--- config.mk ---
export PLATFORM = sky130hd
export DESIGN_NAME = alarm_match_unit
export DESIGN_NICKNAME = d
export VERILOG_FILES = /design/src/rtl/alarm_pkg.sv /design/src/rtl/alarm_ctrl.sv /design/src/rtl/alarm_datapath.sv /design/src/rtl/alarm_match_unit.sv
export SDC_FILE = /design/constraint.sdc
export NUM_CORES = 1
export LEC_CHECK = 0
export BUFFER_PORTS_ARGS = -buffer_cell sky130_fd_sc_hd__buf_2
export CAP_MARGIN = 25
export CORE_ASPECT_RATIO = 0.9
export CORE_MARGIN = 2
export CORE_UTILIZATION = 25
export DETAILED_ROUTE_END_ITERATION = 10
export MAX_ROUTING_LAYER = met4
export PLACE_DENSITY = 0.5
export SYNTH_ARGS = -nofsm -noshare
export SYNTH_HDL_FRONTEND = slang
export SYNTH_SLANG_ARGS = --single-unit
--- constraint.sdc ---
create_clock -name clk -period 1.7 [get_ports clk]
set_clock_uncertainty 0.05 [all_clocks]
set_input_delay 0.255 -clock clk [delete_from_list [all_inputs] [get_ports clk]]
set_output_delay 0.255 -clock clk [all_outputs]
set_load 0.01 [all_outputs]
--- src/rtl/alarm_pkg.sv ---
package alarm_pkg;
  localparam int NUM_ALARMS  = 2;
  localparam int NUM_FIELDS  = 6;
  localparam int VAL_W       = 7;
  localparam int BYTE_W      = VAL_W + 1;
  localparam int SLOT_W      = 3;
  localparam int ALARM_SEL_W = (NUM_ALARMS > 1) ? $clog2(NUM_ALARMS) : 1;
  localparam int ADDR_W      = ALARM_SEL_W + SLOT_W;
  localparam int LIVE_W      = NUM_FIELDS * VAL_W;
  localparam int CTRL_SLOT   = NUM_FIELDS;
  localparam int REPEAT_BIT  = 0;
  localparam int IRQEN_BIT   = BYTE_W - 1;

  typedef enum logic [1:0] {
    SLOT_FIELD,
    SLOT_CTRL,
    SLOT_NONE
  } slot_kind_e;

  // Strobes from control to datapath
  typedef struct packed {
    logic [NUM_ALARMS-1:0] fieldWr;
    logic [NUM_ALARMS-1:0] ctrlWr;
    logic [SLOT_W-1:0]     fieldSel;
    logic [BYTE_W-1:0]     data;
    logic [NUM_ALARMS-1:0] pulseLoad;
  } strobe_t;
endpackage

--- src/rtl/alarm_ctrl.sv ---
module alarm_ctrl
  import alarm_pkg::*;
(
  input  logic                  clk,
  input  logic                  rst_n,
  input  logic                  secTick,
  input  logic                  wrEn,
  input  logic [ADDR_W-1:0]     wrAddr,
  input  logic [BYTE_W-1:0]     wrData,
  input  logic                  clrEn,
  input  logic [NUM_ALARMS-1:0] clrMask,
  input  logic [NUM_ALARMS-1:0] matchHit,
  input  logic [NUM_ALARMS-1:0] repeatMode,
  input  logic [NUM_ALARMS-1:0] irqEnable,
  input  logic [NUM_ALARMS-1:0] pulseBusy,
  output strobe_t               strobes,
  output logic [NUM_ALARMS-1:0] alarmFlag,
  output logic                  irqN
);
  logic [SLOT_W-1:0]      slot;
  logic [ALARM_SEL_W-1:0] alarmSel;
  slot_kind_e             slotKind;
  logic [NUM_ALARMS-1:0]  hitVec;
  logic [NUM_ALARMS-1:0]  clrVec;
  logic [NUM_ALARMS-1:0]  pendVec;

  assign slot     = wrAddr[SLOT_W-1:0];
  assign alarmSel = wrAddr[ADDR_W-1:SLOT_W];

  always_comb begin
    if (slot < SLOT_W'(NUM_FIELDS))       slotKind = SLOT_FIELD;
    else if (slot == SLOT_W'(CTRL_SLOT))  slotKind = SLOT_CTRL;
    else                                  slotKind = SLOT_NONE;
  end

  // Tick-qualified hits and the clear vector
  assign hitVec = {NUM_ALARMS{secTick}} & matchHit;
  assign clrVec = clrEn ? clrMask : '0;

  always_comb begin
    strobes.fieldSel  = slot;
    strobes.data      = wrData;
    strobes.pulseLoad = hitVec & repeatMode;
    for (int a = 0; a < NUM_ALARMS; a++) begin
      strobes.fieldWr[a] = wrEn && (slotKind == SLOT_FIELD) && (alarmSel == ALARM_SEL_W'(a));
      strobes.ctrlWr[a]  = wrEn && (slotKind == SLOT_CTRL)  && (alarmSel == ALARM_SEL_W'(a));
    end
  end

  // Set dominates clear
  always_ff @(posedge clk) begin
    if (!rst_n) alarmFlag <= '0;
    else        alarmFlag <= (alarmFlag & ~clrVec) | hitVec;
  end

  // Pending per alarm: latched flag in single mode, running pulse in repeat mode
  assign pendVec = irqEnable & ((repeatMode & pulseBusy) | (~repeatMode & alarmFlag));
  assign irqN    = ~(|pendVec);
endmodule

--- src/rtl/alarm_datapath.sv ---
module alarm_datapath
  import alarm_pkg::*;
#(
  parameter int PULSE_CYCLES = 16
) (
  input  logic                  clk,
  input  logic                  rst_n,
  input  strobe_t               strobes,
  input  logic [LIVE_W-1:0]     liveTime,
  output logic [NUM_ALARMS-1:0] matchHit,
  output logic [NUM_ALARMS-1:0] repeatMode,
  output logic [NUM_ALARMS-1:0] irqEnable,
  output logic [NUM_ALARMS-1:0] pulseBusy
);
  localparam int CNT_W = $clog2(PULSE_CYCLES + 1);

  for (genvar a = 0; a < NUM_ALARMS; a++) begin : g_alarm
    logic [NUM_FIELDS-1:0] fieldOn;
    logic [NUM_FIELDS-1:0] fieldOk;
    logic                  repeatReg;
    logic                  irqEnReg;
    logic [CNT_W-1:0]      pulseCnt;

    for (genvar f = 0; f < NUM_FIELDS; f++) begin : g_field
      logic [BYTE_W-1:0] byteReg;
      always_ff @(posedge clk) begin
        if (!rst_n) byteReg <= '0;
        else if (strobes.fieldWr[a] && strobes.fieldSel == SLOT_W'(f)) byteReg <= strobes.data;
      end
      assign fieldOn[f] = byteReg[BYTE_W-1];
      assign fieldOk[f] = !byteReg[BYTE_W-1] ||
                          (byteReg[VAL_W-1:0] == liveTime[f*VAL_W +: VAL_W]);
    end

    // An alarm with nothing enabled must not match
    assign matchHit[a] = (|fieldOn) && (&fieldOk);

    always_ff @(posedge clk) begin
      if (!rst_n) begin
        repeatReg <= 1'b0;
        irqEnReg  <= 1'b0;
      end else if (strobes.ctrlWr[a]) begin
        repeatReg <= strobes.data[REPEAT_BIT];
        irqEnReg  <= strobes.data[IRQEN_BIT];
      end
    end
    assign repeatMode[a] = repeatReg;
    assign irqEnable[a]  = irqEnReg;

    // Repeat-mode pulse timer, restarts on every hit
    always_ff @(posedge clk) begin
      if (!rst_n)                   pulseCnt <= '0;
      else if (strobes.pulseLoad[a]) pulseCnt <= CNT_W'(PULSE_CYCLES);
      else if (pulseCnt != '0)      pulseCnt <= pulseCnt - 1'b1;
    end
    assign pulseBusy[a] = (pulseCnt != '0);
  end
endmodule

--- src/rtl/alarm_match_unit.sv ---
module alarm_match_unit
  import alarm_pkg::*;
#(
  parameter int PULSE_CYCLES = 16
) (
  input  logic                  clk,
  input  logic                  rst_n,
  input  logic                  secTick,
  input  logic [LIVE_W-1:0]     liveTime,
  input  logic                  wrEn,
  input  logic [ADDR_W-1:0]     wrAddr,
  input  logic [BYTE_W-1:0]     wrData,
  input  logic                  clrEn,
  input  logic [NUM_ALARMS-1:0] clrMask,
  output logic [NUM_ALARMS-1:0] alarmFlag,
  output logic                  irqN
);
  strobe_t               strobes;
  logic [NUM_ALARMS-1:0] matchHit;
  logic [NUM_ALARMS-1:0] repeatMode;
  logic [NUM_ALARMS-1:0] irqEnable;
  logic [NUM_ALARMS-1:0] pulseBusy;

  alarm_ctrl uCtrl (
    .clk(clk), .rst_n(rst_n), .secTick(secTick),
    .wrEn(wrEn), .wrAddr(wrAddr), .wrData(wrData),
    .clrEn(clrEn), .clrMask(clrMask),
    .matchHit(matchHit), .repeatMode(repeatMode),
    .irqEnable(irqEnable), .pulseBusy(pulseBusy),
    .strobes(strobes), .alarmFlag(alarmFlag), .irqN(irqN)
  );

  alarm_datapath #(.PULSE_CYCLES(PULSE_CYCLES)) uDatapath (
    .clk(clk), .rst_n(rst_n), .strobes(strobes), .liveTime(liveTime),
    .matchHit(matchHit), .repeatMode(repeatMode),
    .irqEnable(irqEnable), .pulseBusy(pulseBusy)
  );
endmodule

==> results by stage, run 1 <==
Yosys:
- By area, the combinational part of the netlist is dominated by simple AND/OR/NAND/NOR gates.
- The fraction of registers with async set or reset after synthesis is 0.
- The sequential-to-total area share from yosys stat is 0.4135.
- The flop and latch count out of synthesis is 112.
- The number of distinct library cell variants in the gate-level netlist after synthesis is 33.
- Of the total synthesized cell area, the portion taken by full adders, half adders and majority gates is 0.006922.
- The compound-cell area share of the yosys netlist is 0.04615.
- The average cell area after synthesis is 10.08 sq um.
- In the post-synthesis netlist, the biggest area contributors are sky130_fd_sc_hd__dfxtp_1 41%, sky130_fd_sc_hd__mux2i_1 18%, sky130_fd_sc_hd__nor2b_1 11%.
- The number of instances in the synthesized netlist is between 500 and 600.
- Of the total synthesized cell area, the portion taken by AND, OR, NAND and NOR gates is 0.1904.
- The prevailing post-synth register cell is sky130_fd_sc_hd__dfxtp_1.
- Counting flops with a built-in enable in the synthesized netlist gives 0.
- The portion of synthesized cell area occupied by the leading cell type is 0.4135.
- By count the netlist is led by 112 x sky130_fd_sc_hd__dfxtp_1, 97 x sky130_fd_sc_hd__nor2b_1, 96 x sky130_fd_sc_hd__mux2i_1.
- The combined area of all synthesized cells is roughly 5400 sq um.
- The synthesized design spends more area on one cell type than any other, namely sky130_fd_sc_hd__dfxtp_1.
- Yosys instantiated no cell more often than sky130_fd_sc_hd__dfxtp_1.
- The net count after synthesis is roughly 600.
- The number of warnings issued by yosys is 0.
- The synthesized-area fraction occupied by xor and xnor cells is 0.1454.
- The multiplexer area fraction after synthesis is 0.1772.

Floorplanning:
- Measured along the x axis, the die boundary spans 159.2 um.
- The I/O pin total is 64.
- The number of placement rows is 51.
- The floorplan step defined a die boundary enclosing around 23000 sq um.
- The chip height is 143.7 um.
- The initial utilization of the core area, before any placement, comes to 0.2529.
- The core box area is 21440 sq um.

Clock network:
- The total number of H-tree levels is 3.
- In this run the clock root is driven by a sky130_fd_sc_hd__clkbuf_16.
- The worst-skew pair later-pin latency is 0.36 ns.
- The maximum number of buffers from clock root to sink is 2.
- The clock buffer count from CTS is 9.
- The register clock-pin slew on the reported worst setup and hold paths is ~0.07 ns.
- The total clock sinks is 112.
- TritonCTS built the clock tree.

Place:
- In this run the tool buffered the top-level ports with between 60 and 70 buffer cells.
- The post-detailed-placement half-perimeter wirelength is 10500 um.
- The placed instances occupy a cell area of roughly 6500 sq um.
- The final estimated routing congestion in global placement is 0.7470.
- The number of instances in the placed design is roughly 900.

Route:
- After detailed routing, the number of remaining DRC violations is 0.
- The first detailed-routing pass took 4 iterations.
- The routed length per instance is 14.99 um.
- The number of vias in the routed layout is approximately 4000.
- The number of DRC markers after the initial detailed-route iteration is approximately 170.
- In this run the remaining antenna-violating nets after routing total 0.
- The final layout contains routed wiring with a total length of 14340 um.
- The via density per instance is 4.298.

Hold path:
- The worst hold path begins at rst_n.
- The worst min-delay path class is primary input to flip-flop.

GRT:
- Entering global routing, the biggest net connects 33 pins.
- The number of global-route vias before repair is 4267.
- The number of antenna violations at the first check in global routing was 1.
- The global-route wire length before repair is 23140 um.
- After global routing the overflow that remains totals 0.
- The aggregate global-route resource usage is 0.1347.

Layout:
- Leaving out filler cells and counting taps, the final layout contains 957.
- The area of all placed cells without fillers is 7204 sq um.
- After the last flow step, the layout net total stands at 724.
- In the final layout, the share of cells above drive strength 1 is 0.3263.
- Relative to the synthesized area, the layout overhead comes to 32.86%.

Critical path:
- Grouping stages by cell kind, the critical path spends the most delay in compound AO/OA/AOI/OAI gates.
- The worst setup path is launched from a flip-flop.
- Traced cell by cell, the critical path runs through xnor2_1 -> nand4_1 -> o41ai_4 -> buf_4 -> nand4_1 -> o31ai_1 -> buf_4 -> nor3_1.
- The critical path contains buffers and inverters numbering 2 combined.
- The reg-to-reg critical path startpoint is uDatapath.g_alarm[0].g_field[3].byteReg[3].
- The worst setup path is of the flip-flop to flip-flop kind.
- STA puts the critical path data arrival time at 2.13 ns.
- For the worst setup path, the data required time is 1.90 ns.
- The maximum single-stage delay on the critical path is 0.33 ns.
- Along the worst path, the maximum fanout reaches 4.
- The worst setup path is captured at a flip-flop.
- The timing startpoint of the critical path is uDatapath.g_alarm[0].g_field[3].byteReg[3].
- The slowest cell on the critical path is sky130_fd_sc_hd__dfxtp_2.

Timing:
- The final period utilization is 1.136.
- For the pin with the worst max-slew slack, the measured transition is 0.5381 ns.
- The setup slack of the critical path after layout is -0.2310 ns.
- The final hold violation count is 0.
- The shortest clock period the worst path allows after layout is 1.931 ns.
- Setup violations remaining at the end of the flow were counted as 13.
- The number of slew-limit violations in the final report is 0.
- The timing-limited maximum frequency is 517.9 MHz.
- Setup repair after global routing could not meet its margin everywhere.
- Measured against its own limit, the worst slew margin works out to 0.6413.

Run:
- Across the run, the number of max-cap violations was 0.

Pwr:
- IR analysis of the VDD net gives a maximum drop of 471.0 uV.
- Power spread over the standard cell area amounts to 968.4 nW/um^2.
- The cell leakage power is 2.873 nW.

Outcome:
- The final reports fail on setup timing.
- The run finished, with violations left.
final cells by class:
| cell class | instances | area (sq um) |
|---|---|---|
| clock inverters | 7 | 93.84 |
| flip-flops and latches | 112 | 2266 |
| fillers | 2172 | 14240 |
| multi-input cells | 398 | 3341 |
| inverters | 4 | 15.01 |
| clock buffers | 9 | 225.2 |
| diodes | 1 | 2.502 |
| repair buffers | 135 | 897.1 |
| well taps | 291 | 364.1 |
placed cells by master, fill, tap and decap left out, types with 2 or more instances in the layout:
master	count
sky130_fd_sc_hd__nor2b_1	97
sky130_fd_sc_hd__mux2i_1	96
sky130_fd_sc_hd__dfxtp_1	93
sky130_fd_sc_hd__buf_4	68
sky130_fd_sc_hd__buf_2	63
sky130_fd_sc_hd__xnor2_1	51
sky130_fd_sc_hd__xor2_1	33
sky130_fd_sc_hd__dfxtp_2	19
sky130_fd_sc_hd__nand4_1	15
sky130_fd_sc_hd__nand2_1	13
sky130_fd_sc_hd__nor2_1	12
sky130_fd_sc_hd__clkbuf_16	9
sky130_fd_sc_hd__nor2_2	8
sky130_fd_sc_hd__o41ai_2	7
sky130_fd_sc_hd__xnor2_2	6
sky130_fd_sc_hd__a21boi_0	6
sky130_fd_sc_hd__inv_2	4
sky130_fd_sc_hd__nor3_1	4
sky130_fd_sc_hd__nor3_2	4
sky130_fd_sc_hd__o21ai_0	4
sky130_fd_sc_hd__or3_1	4
sky130_fd_sc_hd__a21oi_1	3
sky130_fd_sc_hd__nand3_1	3
sky130_fd_sc_hd__o41ai_4	3
sky130_fd_sc_hd__nand2b_1	3
sky130_fd_sc_hd__buf_12	3
sky130_fd_sc_hd__nor2_4	2
sky130_fd_sc_hd__o31a_1	2
sky130_fd_sc_hd__nor3_4	2
sky130_fd_sc_hd__o21a_1	2
sky130_fd_sc_hd__ha_4	2
sky130_fd_sc_hd__bufinv_16	2
sky130_fd_sc_hd__clkinvlp_4	2
sky130_fd_sc_hd__clkinv_2	2
cells by family (layout without fill, tap and decap cells):
logic type / Yosys count / count (layout)
other: 0 / 1
XOR/XNOR: 90 / 90
multiplexers: 96 / 96
AO/OA/AOI/OAI: 34 / 34
adder cells (fa/ha/maj): 3 / 3
AND/OR/NAND/NOR: 175 / 175
flip-flops: 112 / 112
buffers and inverters: 28 / 155
layer usage:
metal	vias up	wire length, um	global-route usage
met4	0	176	0.04067
met5	-	0	-
met1	1974	7070	0.1751
met3	12	356	0.02309
li1	2074	-	-
met2	53	6740	0.2158
sequential cells by signal, summed over array words and instances, names as in the netlist:
register and cells:
uDatapath.g_alarm.pulseCnt 10, uDatapath.g_alarm.g_field.byteReg 96, uCtrl.alarmFlag 2, uDatapath.g_alarm.irqEnReg 2
uDatapath.g_alarm.repeatReg 2
where the power goes:
part | switching, W | internal (W)
clock network | 0.00101 | 0.00129
logic | 0.000792 | 0.000983
registers | 0.000130 | 0.00277
total | 0.00193 | 0.00504
what timing repair did:
action                                  CTS  global route
hold buffers                              0             0
gates resized for setup                  41            28
pin swaps                                21            18
endpoints found under the setup margin   13            13
cloned                                    0             0
buffers inserted                         12             3
final timing paths:
check | cells after the start | to | slack, ns
worst max-delay path | 8 | uDatapath.g_alarm[0].pulseCnt[3] | -0.23
worst min-delay path | 2 | uDatapath.g_alarm[1].pulseCnt[4] | 0.24
worst max register to register | 8 | uDatapath.g_alarm[0].pulseCnt[3] | -0.23
worst min register to register | 2 | uDatapath.g_alarm[1].irqEnReg | 0.46
per-stage QoR:
stage | total power, W | setup slack (ns) | setup TNS (ns) | hold WS [ns] | util
after global routing | 0.007348 | -0.3037 | -3.098 | 0.2399 | 0.3360
after CTS | 0.006822 | -0.2223 | -2.244 | 0.2308 | 0.3295
final | 0.006977 | -0.2310 | -2.169 | 0.2376 | 0.3360
after global placement | 0.004055 | -0.5263 | -5.139 | 0.3949 | 0.3018
after floorplan | 0.003675 | 0.03987 | 0 | 0.3745 | -
after detailed placement | 0.004128 | -0.5658 | -5.473 | 0.4073 | 0.3018
No activity file was read; power rests on OpenSTA's default activity.
==> run 2, diff against run 1 <==
--- a/config.mk
+++ b/config.mk
@@ -12,7 +12,6 @@
 export CORE_UTILIZATION = 25
 export DETAILED_ROUTE_END_ITERATION = 10
 export MAX_ROUTING_LAYER = met4
-export PLACE_DENSITY = 0.5
 export SYNTH_ARGS = -nofsm -noshare
 export SYNTH_HDL_FRONTEND = slang
 export SYNTH_SLANG_ARGS = --single-unit
==> results by stage, run 2 (synthesis gave the netlist of run 1 again) <==
Timing:
- The setup slack of the critical path after layout came to -0.2433 ns (-0.01233 ns).
- The normalized max-slew margin is 0.6727 (+0.03148).
- The final period utilization is 1.143 (+0.007253).
- The shortest clock period the worst path allows after layout is 1.943 ns (+0.01233 ns).
- The total negative slack is -2.150 ns (+0.01905 ns).
- The timing-limited maximum frequency was 514.6 MHz (-0.63%).
- The final hold violation count came to 0 (unchanged).
- The number of slew-limit violations in the final report is 0 (unchanged).
- The slew at the pin with the worst max-slew slack came to 0.4897 ns (-0.04841 ns).
- Setup repair after global routing could not meet its margin everywhere.
- The setup-violating endpoint count in the final report is 12 (-1).

Critical path:
- The logic depth of the worst register-to-register path was 8 (unchanged).
- The required time at the worst-slack endpoint is 1.89 ns (about the same).
- The worst setup path is of the flip-flop to flip-flop kind.
- The buffering stage count on the worst path with inverters included is 2 (unchanged).
- The arrival time at the worst endpoint came to 2.14 ns (about the same).
- The type of element capturing the critical path is a flip-flop.
- The reg2reg setup slack came to -0.24 ns (about the same).
- The family with the most delay on the worst path is compound AO/OA/AOI/OAI gates.
- The reg-to-reg critical path startpoint is uDatapath.g_alarm[1].g_field[5].byteReg[6].
- The capture instance of the worst register-to-register path is uDatapath.g_alarm[1].pulseCnt[2].
- The maximum single-stage delay on the critical path is 0.37 ns (+0.04 ns).
- Traced cell by cell, the critical path runs through xnor2_2 -> nand4_1 -> o41ai_2 -> buf_4 -> nand4_1 -> o31ai_2 -> buf_4 -> nor3_1.
- The slowest stage of the critical path belongs to the cell sky130_fd_sc_hd__o41ai_2.
- The type of element launching the critical path is a flip-flop.
- The critical-path maximum fanout is 4 (unchanged).

Clock network:
- The clock tree from TritonCTS is done.
- The register clock-pin slew on the reported worst setup and hold paths is 0.07 ns (about the same).
- The maximum number of buffers from clock root to sink came to 2 (unchanged).
- The total clock sinks was 112 (unchanged).
- The hold buffer count at cts is 0 (unchanged).
- The worst-skew pair later-pin latency is 0.36 ns (about the same).
- The total number of H-tree levels was 3 (unchanged).
- The clock buffer count from CTS is 9 (unchanged).
- The CTS root buffer is sky130_fd_sc_hd__clkbuf_16.

GRT:
- The aggregate global-route resource usage was 0.1269 (-0.007844).
- The global-route wire length before repair came to 21820 um (-5.7%).
- The number of global-route vias before repair is 4006 (-6.1%).
- The number of antenna violations at the first check in global routing was 2 (+1).
- The total grt overflow is 0 (unchanged).
- The maximum number of pins on one net before global-route repair came to 45 (+36%).

Hold path:
- The number of cells on the worst hold path is 3 (+1).
- The critical hold path startpoint is clrMask[1].
- The end point of the worst hold path is uCtrl.alarmFlag[1].
- The worst min-delay path class is primary input to flip-flop.

Outcome:
- The run finished, with violations left.
- The final reports fail on setup timing.

Layout:
- The count of placed standard cells in the final layout, fillers left out came to 950 (-0.73%).
- Relative to the synthesized area, the layout overhead comes to 30.76%.
- The register ranked first by flip-flop count is uDatapath.g_alarm.g_field.byteReg.
- The number of fill cells is 2272 (+4.6%).
- The area of all placed cells without fillers was 7091 sq um (-1.6%).
- The largest registers in the layout are uDatapath.g_alarm.g_field.byteReg x96, uDatapath.g_alarm.pulseCnt x10.
- The flip-flop count of the largest register after layout came to 96 (unchanged).
- The final core utilization is 0.3307 (-0.005311).
- The commonest non-fill, non-tap cell in the layout is sky130_fd_sc_hd__dfxtp_1.
- The final-stage net count was 717 (-0.97%).
- In the layout the commonest cells are 99 x sky130_fd_sc_hd__dfxtp_1, 97 x sky130_fd_sc_hd__nor2b_1, 96 x sky130_fd_sc_hd__mux2i_1.
- The share of layout cells above drive strength 1 is 0.2957 (-0.03058).

Place:
- The count of input and output buffers is 63 (unchanged).
- The final estimated routing congestion in global placement is 0.8066 (+8.0%).
- The post-detailed-placement half-perimeter wirelength is 9808 um (-6.6%).
- The number of instances in the placed design is 922 (-0.32%).
- The cell area reported after detailed placement is 6486 sq um (+0.23%).

Route:
- The number of vias in the routed layout is 3982 (-3.2%).
- The via density per instance is 4.192 (-2.5%).
- The final routed DRC violation total is 0 (unchanged).
- The number of DRC markers after the initial detailed-route iteration was 171 (+1.2%).
- The iteration count of the initial detailed-routing pass is 4 (unchanged).
- The routed length per instance came to 14.39 um (-4.0%).
- The final routed wirelength across all metal layers is 13670 um (-4.7%).
- The post-detailed-route count of antenna-violating nets came to 0 (unchanged).

Pwr:
- The power per standard cell area is 956.9 nW/um^2 (-1.2%).
- The largest voltage drop on the vdd net is 520.1 uV (+10%).
- The cell leakage power is 2.836 nW (-1.3%).

Floorplanning:
- The I/O pin total is 64 (unchanged).
- The initial cell density of the core is 0.2529 (unchanged).
- The chip width was 159.2 um (unchanged).
- The number of placement rows was 51 (unchanged).
- The overall die area is 22890 sq um (unchanged).
- The chip height is 143.7 um (unchanged).
- The core box area was 21440 sq um (unchanged).

Run:
- The number of maximum-capacitance constraint violations is 0 (unchanged).
-- run 2: area by class of cell --
type                       instances  area, sq um  share of cell area
antenna                            3        7.507            0.001059
clock buffer                      10        239.0             0.03370
clock inverter                     4        70.07            0.009882
inverter                           4        15.01            0.002118
multi-input combinational        398         3258              0.4595
sequential                       112         2258              0.3185
tap                              291        364.1             0.05135
timing repair buffer             128        878.3              0.1239
-- run 2: worst min-delay path, delay by kind of cell --
family          cells  cell delay (ns)
compound gates      2             0.27
buf+inv             1             0.07
-- run 2: how the worst max path moves through the flow --
stage | slack (ns) | to | start | cells past startpoint
after detailed placement | -0.39 | uDatapath.g_alarm[1].pulseCnt[2] | liveTime[36] | 9
after global placement | -0.37 | uCtrl.alarmFlag[1] | liveTime[32] | 7
after CTS | -0.19 | uDatapath.g_alarm[1].pulseCnt[4] | uDatapath.g_alarm[1].g_field[5].byteReg[1] | 8
after floorplan | 0.04 | uDatapath.g_alarm[1].pulseCnt[4] | uDatapath.g_alarm[1].g_field[0].byteReg[7] | 5
final | -0.24 | uDatapath.g_alarm[1].pulseCnt[2] | uDatapath.g_alarm[1].g_field[5].byteReg[6] | 8
after global routing | -0.34 | uDatapath.g_alarm[1].pulseCnt[2] | uDatapath.g_alarm[1].g_field[5].byteReg[3] | 8
-- run 2: power by group --
part           internal (W)  switching (W)  leakage (nW)
registers           0.00277       0.000121         0.912
logic              0.000883       0.000752          1.77
clock network       0.00131       0.000949         0.154
total               0.00496        0.00182          2.84
-- run 2: layer usage --
layer / part of all wire / vias to the layer above / global-route usage
met5: 0 / - / -
met4: 0.022 / 0 / 0.05120
met3: 0.028 / 20 / 0.02482
met2: 0.47 / 49 / 0.2032
met1: 0.48 / 1858 / 0.1582
li1: - / 2055 / -
-- run 2: repair_timing --
action                     in CTS  in global routing
resized for setup              31                 19
setup endpoints to repair      13                 13
pin swaps                      18                 13
buffers inserted               11                  0
-- run 2: through the flow --
step	hold WS, ns	setup WS, ns	total power (W)
4_1_cts	0.2327	-0.1893	0.006764
2_1_floorplan	0.3745	0.03987	0.003675
5_1_grt	0.2679	-0.3357	0.007113
3_3_place_gp	0.3999	-0.3722	0.004104
3_5_place_dp	0.4195	-0.3873	0.004107
6_report	0.2368	-0.2433	0.006785
